File: src/rtl/resjoin_pkg.sv
package resjoin_pkg;
  localparam int unsigned LANES_DEF = 8;
  localparam int unsigned ACT_W_DEF = 4;
  localparam int unsigned DEPTH_DEF = 64;

  function automatic int unsigned ptr_width(int unsigned depth);
    return (depth > 1) ? $clog2(depth) : 1;
  endfunction

  function automatic int unsigned cnt_width(int unsigned depth);
    return $clog2(depth + 1);
  endfunction
endpackage

File: src/rtl/resjoin_fork.sv
module resjoin_fork #(
  parameter int unsigned DW = 32
) (
  input  logic          in_valid_i,
  output logic          in_ready_o,
  input  logic [DW-1:0] in_data_i,
  output logic          a_valid_o,
  input  logic          a_ready_i,
  output logic [DW-1:0] a_data_o,
  output logic          b_valid_o,
  input  logic          b_ready_i,
  output logic [DW-1:0] b_data_o
);
  // each branch only sees valid when the other can take the same word
  assign in_ready_o = a_ready_i & b_ready_i;
  assign a_valid_o  = in_valid_i & b_ready_i;
  assign b_valid_o  = in_valid_i & a_ready_i;
  assign a_data_o   = in_data_i;
  assign b_data_o   = in_data_i;
endmodule

File: src/rtl/resjoin_fifo.sv
module resjoin_fifo
  import resjoin_pkg::*;
#(
  parameter int unsigned DW    = 32,
  parameter int unsigned DEPTH = 64
) (
  input  logic          clk_i,
  input  logic          rst_ni,
  input  logic          push_valid_i,
  output logic          push_ready_o,
  input  logic [DW-1:0] push_data_i,
  output logic          pop_valid_o,
  input  logic          pop_ready_i,
  output logic [DW-1:0] pop_data_o
);
  localparam int unsigned AW = ptr_width(DEPTH);
  localparam int unsigned CW = cnt_width(DEPTH);
  localparam logic [AW-1:0] LAST = AW'(DEPTH - 1);

  logic [DW-1:0] mem_q [DEPTH];
  logic [AW-1:0] wr_ptr_q, rd_ptr_q;
  logic [CW-1:0] cnt_q;
  logic          do_push, do_pop;

  assign push_ready_o = (cnt_q != CW'(DEPTH));
  assign pop_valid_o  = (cnt_q != '0);
  assign pop_data_o   = mem_q[rd_ptr_q];
  assign do_push      = push_valid_i & push_ready_o;
  assign do_pop       = pop_valid_o & pop_ready_i;

  always_ff @(posedge clk_i) begin
    if (do_push) mem_q[wr_ptr_q] <= push_data_i;
  end

  always_ff @(posedge clk_i or negedge rst_ni) begin
    if (!rst_ni) begin
      wr_ptr_q <= '0;
      rd_ptr_q <= '0;
      cnt_q    <= '0;
    end else begin
      if (do_push) wr_ptr_q <= (wr_ptr_q == LAST) ? '0 : wr_ptr_q + 1'b1;
      if (do_pop)  rd_ptr_q <= (rd_ptr_q == LAST) ? '0 : rd_ptr_q + 1'b1;
      case ({do_push, do_pop})
        2'b10:   cnt_q <= cnt_q + 1'b1;
        2'b01:   cnt_q <= cnt_q - 1'b1;
        default: cnt_q <= cnt_q;
      endcase
    end
  end
endmodule

File: src/rtl/resjoin_lane_sat.sv
module resjoin_lane_sat #(
  parameter int unsigned W = 4
) (
  input  logic [W-1:0] a_i,
  input  logic [W-1:0] b_i,
  output logic [W-1:0] s_o
);
  localparam logic [W-1:0] S_MAX = {1'b0, {(W-1){1'b1}}};
  localparam logic [W-1:0] S_MIN = {1'b1, {(W-1){1'b0}}};

  logic [W:0] wide;

  assign wide = {a_i[W-1], a_i} + {b_i[W-1], b_i};

  // top two bits disagree -> out of range; sign of wide picks the rail
  always_comb begin
    if (wide[W] != wide[W-1]) s_o = wide[W] ? S_MIN : S_MAX;
    else                      s_o = wide[W-1:0];
  end
endmodule

File: src/rtl/resjoin_join.sv
module resjoin_join #(
  parameter int unsigned LANES = 8,
  parameter int unsigned ACT_W = 4
) (
  input  logic                   clk_i,
  input  logic                   rst_ni,
  input  logic                   main_valid_i,
  output logic                   main_ready_o,
  input  logic [LANES*ACT_W-1:0] main_data_i,
  input  logic                   byp_valid_i,
  output logic                   byp_ready_o,
  input  logic [LANES*ACT_W-1:0] byp_data_i,
  output logic                   sum_valid_o,
  input  logic                   sum_ready_i,
  output logic [LANES*ACT_W-1:0] sum_data_o
);
  localparam int unsigned DW = LANES * ACT_W;

  logic          stage_ready, fire, valid_q;
  logic [DW-1:0] sum_d, sum_q;

  assign stage_ready  = ~valid_q | sum_ready_i;
  assign fire         = main_valid_i & byp_valid_i & stage_ready;
  assign main_ready_o = byp_valid_i & stage_ready;
  assign byp_ready_o  = main_valid_i & stage_ready;

  for (genvar l = 0; l < LANES; l++) begin : g_lane
    resjoin_lane_sat #(.W(ACT_W)) u_sat (
      .a_i (main_data_i[l*ACT_W +: ACT_W]),
      .b_i (byp_data_i[l*ACT_W +: ACT_W]),
      .s_o (sum_d[l*ACT_W +: ACT_W])
    );
  end

  always_ff @(posedge clk_i or negedge rst_ni) begin
    if (!rst_ni) begin
      valid_q <= 1'b0;
      sum_q   <= '0;
    end else begin
      if (stage_ready) valid_q <= fire;
      if (fire)        sum_q   <= sum_d;
    end
  end

  assign sum_valid_o = valid_q;
  assign sum_data_o  = sum_q;
endmodule

File: src/rtl/resjoin_unit.sv
module resjoin_unit
  import resjoin_pkg::*;
#(
  parameter int unsigned LANES = LANES_DEF,
  parameter int unsigned ACT_W = ACT_W_DEF,
  parameter int unsigned DEPTH = DEPTH_DEF
) (
  input  logic                   clk_i,
  input  logic                   rst_ni,
  input  logic                   in_valid_i,
  output logic                   in_ready_o,
  input  logic [LANES*ACT_W-1:0] in_data_i,
  output logic                   main_out_valid_o,
  input  logic                   main_out_ready_i,
  output logic [LANES*ACT_W-1:0] main_out_data_o,
  input  logic                   main_in_valid_i,
  output logic                   main_in_ready_o,
  input  logic [LANES*ACT_W-1:0] main_in_data_i,
  output logic                   sum_valid_o,
  input  logic                   sum_ready_i,
  output logic [LANES*ACT_W-1:0] sum_data_o
);
  localparam int unsigned DW = LANES * ACT_W;

  logic          push_valid, push_ready;
  logic [DW-1:0] push_data;
  logic          byp_valid, byp_ready;
  logic [DW-1:0] byp_data;

  resjoin_fork #(.DW(DW)) u_fork (
    .in_valid_i (in_valid_i),
    .in_ready_o (in_ready_o),
    .in_data_i  (in_data_i),
    .a_valid_o  (main_out_valid_o),
    .a_ready_i  (main_out_ready_i),
    .a_data_o   (main_out_data_o),
    .b_valid_o  (push_valid),
    .b_ready_i  (push_ready),
    .b_data_o   (push_data)
  );

  resjoin_fifo #(.DW(DW), .DEPTH(DEPTH)) u_bypass (
    .clk_i        (clk_i),
    .rst_ni       (rst_ni),
    .push_valid_i (push_valid),
    .push_ready_o (push_ready),
    .push_data_i  (push_data),
    .pop_valid_o  (byp_valid),
    .pop_ready_i  (byp_ready),
    .pop_data_o   (byp_data)
  );

  resjoin_join #(.LANES(LANES), .ACT_W(ACT_W)) u_join (
    .clk_i        (clk_i),
    .rst_ni       (rst_ni),
    .main_valid_i (main_in_valid_i),
    .main_ready_o (main_in_ready_o),
    .main_data_i  (main_in_data_i),
    .byp_valid_i  (byp_valid),
    .byp_ready_o  (byp_ready),
    .byp_data_i   (byp_data),
    .sum_valid_o  (sum_valid_o),
    .sum_ready_i  (sum_ready_i),
    .sum_data_o   (sum_data_o)
  );
endmodule

File: config.mk
export PLATFORM = sky130hd
export DESIGN_NAME = resjoin_unit
export DESIGN_NICKNAME = d
export VERILOG_FILES = /design/src/rtl/resjoin_pkg.sv /design/src/rtl/resjoin_fork.sv /design/src/rtl/resjoin_fifo.sv /design/src/rtl/resjoin_lane_sat.sv /design/src/rtl/resjoin_join.sv /design/src/rtl/resjoin_unit.sv
export SDC_FILE = /design/constraint.sdc
export NUM_CORES = 2
export LEC_CHECK = 0
export ABC_AREA = 0
export BUFFER_PORTS_ARGS = -buffer_cell sky130_fd_sc_hd__buf_2
export CAP_MARGIN = 20
export CORE_AREA = 2 2 418 420
export DETAILED_ROUTE_END_ITERATION = 8
export DIE_AREA = 0 0 420 422
export PLACE_DENSITY = 0.68
export SLEW_MARGIN = 30
export SYNTH_ARGS = -nofsm -noshare
export SYNTH_HDL_FRONTEND = slang
export SYNTH_SLANG_ARGS = --single-unit
File: constraint.sdc
create_clock -name clk_i -period 4.3 [get_ports clk_i]
set_clock_uncertainty 0.05 [all_clocks]
set_input_delay 0.86 -clock clk_i [delete_from_list [all_inputs] [get_ports clk_i]]
set_output_delay 0.86 -clock clk_i [all_outputs]
set_load 0.01 [all_outputs]
* Word-level counts from Yosys, hierarchy flattened
Memories as Yosys holds them, arrays and structs flattened.
Index checks and enable logic that the tools add are counted.
Widths: inputs -> output; s select.
** Operators by class
- Add/subtract/negate cells :: 12
- Multiply operators :: 0
- Divide/modulo/power cells :: 0
- $lt $le $gt $ge :: 0
- Eq/ne operators :: 13
- Shift-type cells :: 0
- Muxes and demuxes :: 21
- Bitwise gates (word level) :: 11
- Reduce and logical (&&, ||, !) cells :: 2
** Operators by type and width (count)
- $mux 4 :: 16
- $add 4x4->5 :: 8
- $pmux 7 s2 :: 1
- $add 6x1->6 const B :: 2
- $eq 6x6->1 const B :: 2
- $mux 6 :: 2
- $and 1x1->1 :: 9
- $ne 1x1->1 :: 8
- $add 7x1->7 const B :: 1
- $ne 7x7->1 const B :: 1
- $reduce_bool 7->1 :: 1
- $sub 7x1->7 const B :: 1
- $eq 2x1->1 const B :: 1
- $eq 2x2->1 const B :: 1
- $mux 1 :: 2
- $reduce_bool 2->1 :: 1
- $not 1->1 :: 1
- $or 1x1->1 :: 1
** Storage, ports and cells
- Register bits :: 52
- Bits in latches :: 0
- Bits in writable memories :: 2048
- Bits in read-only memories :: 0
- Bits of input ports :: 70
- Output and inout port bits :: 68
- Memories kept :: 1
** Memory list
- u_bypass.mem_q :: words 64, bits a word 32, rd ports 1, clocked after Yosys merged registers in 0, write ports 1, RTL line resjoin_fifo.sv:20 : logic [DW-1:0] mem_q [DEPTH];

* Depth between registers and ports, before layout
- Depth in word-level cells :: 6
- Depth in mapped cells :: 18
- Gate-level depth less buffers :: 13

* By module
Synthesis repeated with hierarchy kept, for this count alone.
** Unflattened totals
- Cells, all modules :: 4023
- Area, all modules :: 83476.3 um^2
** By module, submodules not included
- resjoin_fifo :: instances 1, cells each 3569, area each 79444.9 um^2
- resjoin_lane_sat :: instances 8, cells each 39, area each 264.0 um^2
- resjoin_join :: instances 1, cells each 75, area each 1420.1 um^2
- resjoin_fork :: instances 1, cells each 67, area each 499.2 um^2

* Worst setup path after synthesis
No wires, ideal clock.
- Kind :: input-to-reg
- From :: in main_out_ready_i
- To :: mem u_bypass.mem_q[31][0] (enable)
- Setup time :: 0.421 ns
- Arrival :: 3.306 ns
- Setup slack :: 0.523 ns
- Stages :: 7
- Path through :: inv_1 -> a31oi_1 -> and3_1 -> clkbuf_1 -> nand3_1 -> buf_2 -> nor2_1
** On the way
- Cells in the longest elaborated chain, start to end :: 4
** RTL lines
- start, declared :: RTL line resjoin_unit.sv:14 : input logic main_out_ready_i,
- $and 1x1->1 :: RTL line resjoin_fork.sv:17 : assign b_valid_o = in_valid_i & a_ready_i;
- $and 1x1->1 :: RTL line resjoin_fifo.sv:28 : assign do_push = push_valid_i & push_ready_o;
- $mux 1 :: RTL line resjoin_fifo.sv:32 : if (do_push) mem_q[wr_ptr_q] <= push_data_i;
- $mux 1 (implied by the code) :: RTL line resjoin_fifo.sv:32
- end, declared :: RTL line resjoin_fifo.sv:20
Every way passes these cells.

* Worst setup path after layout
- From :: reg u_bypass.rd_ptr_q[0]
- To :: reg u_join.sum_q[13] (netlist: u_join.sum_data_o[13])
** On the way
- Cells in the longest elaborated chain, start to end :: 4
** RTL lines
- start, declared :: RTL line resjoin_fifo.sv:21 : logic [AW-1:0] wr_ptr_q, rd_ptr_q;
- start signal, assigned :: RTL line resjoin_fifo.sv:42 : if (do_pop) rd_ptr_q <= (rd_ptr_q == LAST) ? '0 : rd_ptr_q + 1'b1;
- $mem_v2 64x32 *
- $add 4x4->5 * :: RTL line resjoin_lane_sat.sv:13 : assign wide = {a_i[W-1], a_i} + {b_i[W-1], b_i};
- $mux 4 or $ne 1x1->1 (tied branches) :: RTL line resjoin_lane_sat.sv:17 : if (wide[W] != wide[W-1]) s_o = wide[W] ? S_MIN : S_MAX;
- $mux 4 * :: RTL line resjoin_lane_sat.sv:17
- end signal, assigned :: RTL line resjoin_join.sv:41 : if (fire) sum_q <= sum_d;
- end, declared :: RTL line resjoin_join.sv:20 : logic [DW-1:0] sum_d, sum_q;
Every way passes the cells marked *; elsewhere a longest branch is shown, timed or not.
A chain may end at the register's enable or synchronous reset.

==> results.txt <==
* Synth warn: 0
- At the worst endpoint, the required time is between 4 and 5 ns.
- Fraction of layout instances using a drive strength above 1: 0.309
- Initial cell density of the core: 0.476
- Number of antenna violations at the first check in global routing: 15
* Count of non-filler cells in the finished layout: just under 7k
- On the final layout, the worst hold slack is ~0.11 ns.
- At the later pin of the worst-skew pair, clock insertion delay measures roughly 0.83 ns.
- Cell leakage power: about 0.030 µW
- Layout Area Growth over Synthesis: 15.3%
- Dividing total power by cell area gives a power density of about 630 nW/µm².
* Finish-stage setup viols: 0
- Type of the worst setup path: reg -> reg
* Synth Register Bits: about 2.1k
- Total detailed-routing wirelength: between 200,000 and 250,000 µm
- After the first detailed-routing iteration, the DRC count stood at 5,300.
* Worst Max-Slew Pin Slew: ~0.9 ns
- TritonCTS built the clock tree.
* Area of the die: 177,000 µm²
* Multiplexer share of the synthesized area: 0.160
* Summed area of non-filler cells in the final layout: 95,000 µm²
* CTS Hold Bufs: 0
* Synth Area in Adders: 0.00827
* Global-route wire length before repair: about 310,000 µm
- Number of nets in the final layout: between 4k and 5k
* Reg clk slew, reported paths: about 0.060 ns
* Top FF cell, synth: sky130_fd_sc_hd__edfxtp_1
- Proportion of synthesized flip-flops having asynchronous set or reset: 0.0248
- Y dimension of the die: approximately 420 µm
- Pin placement for this block handled 138 I/O pins.
- Total clock buffers created by CTS: ~200
* Synth cell types: 53
* Largest stage delay on the critical path: approximately 0.58 ns
- Across every metal layer, demand over resource in global routing totals 0.246.
- Number of sinks handled by clock tree synthesis: roughly 2.1k
* Die X: approximately 420 µm
- First-pass DRT Iterations: 5
- Clock tree buffer depth: 3
* Placer congestion estimate: 0.871
- The worst path in the final design needs a cycle of about 4.2 ns, including I/O delays and setup.
- Cell-by-cell trace of the critical path: buf_12 -> buf_12 -> mux4_2 -> mux4_2 -> o32ai_2 -> buf_4 -> a21oi_1 -> ha_2 -> fa_1 -> buf_4 -> o21ai_0 -> o21ai_0 -> o22a_2 -> mux2i_1 -> o21ai_0
- Worst-case vdd ir drop: approximately 580 µV
* Number of synthesized flops with an enable pin: 2,048
- After synthesis the cells add up to ~82,000 µm².
* Category of the worst setup path capture point: flop
- In the routed design, unresolved DRC markers number 0.
* Number of antenna-violating nets in the routed design: 0
- The floorplan step defined a core boundary enclosing around 170,000 µm².
- Dividing the detail-routed wire length by the instance count gives 32.3 µm.
- Critical-path cell with the highest stage delay: sky130_fd_sc_hd__mux4_2
- The share of the Yosys chip area taken by registers is 0.763.
* Htree depth: 4
- STA classifies the critical path startpoint as a flop.
- Along the worst path, the maximum fanout reaches 10.
- The average instance in the mapped netlist occupies roughly 22 µm².
- Maximum number of pins on one net before global-route repair: 75
* Max Cap Viol: 0
- Xor and xnor area share after synthesis: 0.00191
* Worst R2R Path Depth: 15
- The number of global-route vias before repair is approximately 42k.
- The fraction of the mapped netlist area in compound gates came to 0.0316.
* Library cell used as clock root buffer: sky130_fd_sc_hd__clkbuf_16
- The number of placed instances, taps included, is about 6.4k.
* Count of final hold-check violations: 0
- Vias/cell: ~6
- The count of pins over their slew limit is 0.
* Status: finished clean
- Cells after synthesis: roughly 3.8k
- The most numerous cell type found on the critical path is sky130_fd_sc_hd__o21ai_0.
- Sum of overflow across all layers after global routing: 0
* Dominant combinational cell family by area after synthesis: multiplexers
* Number of nets produced by synthesis: a little under 4k
- The tightest min-delay check is of the in -> async type.
- Total half-perimeter wirelength after legalization and detailed placement: roughly 130,000 µm
- DP Area: ~90,000 µm²
* Relative max-transition margin: 0.381
* Data arrival time of the worst path: about 5 ns
- For this block, the via count after detailed routing is 41.7k.
* F_max: approximately 0.24 GHz
- Of the total synthesized cell area, the portion taken by AND, OR, NAND and NOR gates is 0.0172.
- PortBufs: about 140
- Dividing the final minimum period by the clock period gives 0.988.
- Number of placement rows: about 150
[flip-flops by register name, indices dropped and copies added (netlist names)]
name,flops
u_join.sum_data_o,32
u_bypass.wr_ptr_q,6
u_bypass.mem_q,2048
u_bypass.cnt_q,7
u_bypass.rd_ptr_q,6
u_join.sum_valid_o,1
[cell type report]
class	count	area [µm²]
Fill cell	12800	77900
Timing Repair Buffer	475	4200
Sequential cell	2100	62800
Clock inverter	107	933
Clock buffer	258	5330
Inverter	27	101
Tap cell	2325	2910
Multi-Input combinational cell	1446	18700
Antenna cell	6	15.0
[through the flow]
stage	utilization	total power [µW]	setup TNS, ns	worst slack, ns
5_1_grt	0.549	61400	-0.135	-0.0566
3_5_place_dp	0.511	42300	-2.14	-0.317
4_1_cts	0.548	59300	0	0.0000857
2_1_floorplan	-	35300	0	0.523
6_report	0.549	59400	0	0.0533
3_3_place_gp	0.511	42000	-1.58	-0.288
[synthesized netlist by cell type (all sizes together), types with 6 or more instances]
cell type | count | area share
clkbuf | 54 | 0.0025
fa | 9 | 0.0022
nor3 | 7 | 0.00043
buf | 179 | 0.014
dfrtp | 52 | 0.016
a21oi | 119 | 0.0072
ha | 40 | 0.0061
o21ai | 67 | 0.0041
o22ai | 27 | 0.0021
mux4 | 505 | 0.14
a22oi | 30 | 0.0027
a211oi | 49 | 0.0045
nor4 | 9 | 0.00068
nand3 | 8 | 0.00049
inv | 26 | 0.0012
nor3b | 6 | 0.00055
xnor2 | 7 | 0.00074
a32oi | 7 | 0.00074
nand2b | 19 | 0.0014
a31oi | 12 | 0.00091
nor2b | 54 | 0.0041
o32ai | 12 | 0.0013
o211ai | 6 | 0.00055
a22o | 19 | 0.0020
nor2 | 89 | 0.0041
o22a | 7 | 0.00074
nand2 | 79 | 0.0036
mux2i | 164 | 0.020
a221o | 6 | 0.00073
mux2 | 17 | 0.0023
and2 | 11 | 0.00084
a2111oi | 12 | 0.0013
a221oi | 7 | 0.00074
xor2 | 11 | 0.0012
edfxtp | 2048 | 0.75
a311oi | 7 | 0.00074
[critical path, delay by kind of cell (launching register included)]
| family | cells | cell delay [ns] |
|---|---|---|
| flip-flops | 1 | 0.47 |
| buffers and inverters | 4 | 0.67 |
| adder cells (fa/ha/maj) | 2 | 0.68 |
| multiplexers | 3 | 1.25 |
| AO/OA/AOI/OAI | 6 | 0.94 |
[worst paths after layout]
path                                             from                     to  slack, ns
worst max-delay path             u_bypass.rd_ptr_q[0]  u_join.sum_data_o[13]       0.05
worst min-delay path                           rst_ni      u_bypass.cnt_q[2]       0.11
worst max register to register   u_bypass.rd_ptr_q[0]  u_join.sum_data_o[13]       0.05
worst min register to register  u_join.sum_data_o[19]  u_join.sum_data_o[19]       0.43
max in group asynchronous                      rst_ni   u_bypass.rd_ptr_q[4]       3.17
min in group clk_i                        sum_ready_i     u_join.sum_valid_o       0.27
[power breakdown]
group          internal, µW  total [µW]  leakage (µW)  switching, µW
Clock                  9610       17000       0.00304           7370
Combinational          8710       19000       0.00829          10300
Sequential            23000       23400        0.0190            371
[layout by cell type (no fill, tap or decap), drive strengths merged, types with 8 or more instances in the layout]
| cell | netlist | routed |
|---|---|---|
| edfxtp | 2048 | 2048 |
| mux4 | 505 | 505 |
| buf | 179 | 473 |
| clkbuf | 54 | 259 |
| mux2i | 164 | 164 |
| a21oi | 119 | 119 |
| nor2 | 89 | 89 |
| clkinv | 1 | 81 |
| nand2 | 79 | 79 |
| o21ai | 67 | 67 |
| nor2b | 54 | 54 |
| dfrtp | 52 | 52 |
| a211oi | 49 | 49 |
| ha | 40 | 40 |
| inv | 26 | 33 |
| a22oi | 30 | 30 |
| o22ai | 27 | 27 |
| nand2b | 19 | 19 |
| a22o | 19 | 19 |
| mux2 | 17 | 17 |
| bufinv | 0 | 15 |
| a31oi | 12 | 12 |
| o32ai | 12 | 12 |
| a2111oi | 12 | 12 |
| and2 | 11 | 11 |
| xor2 | 11 | 11 |
| nor4 | 9 | 9 |
| fa | 9 | 9 |
| nand3 | 8 | 8 |
[routing by layer]
metal	global-route usage	wire, µm	vias to the layer above
met5	0	9	-
li1	-	-	16900
met2	0.401	107000	2133
met1	0.338	84100	22300
met3	0.0376	18100	318
met4	0.0878	8200	2
[timing repair]
action,CTS,global route
pin swaps,2,4
resized for setup,9,46
setup buffers,4,9
cloned,1,1
setup endpoints to repair,11,26
[cells by family after synthesis]
group,Yosys count
and+or+nand+nor,294
xor gates and xnor gates,18
adders and majority gates,49
AOI/OAI and AO/OA,399
buffers and inverters,260
muxes,686
DFF,2100
(Power assumes the default switching activity.)
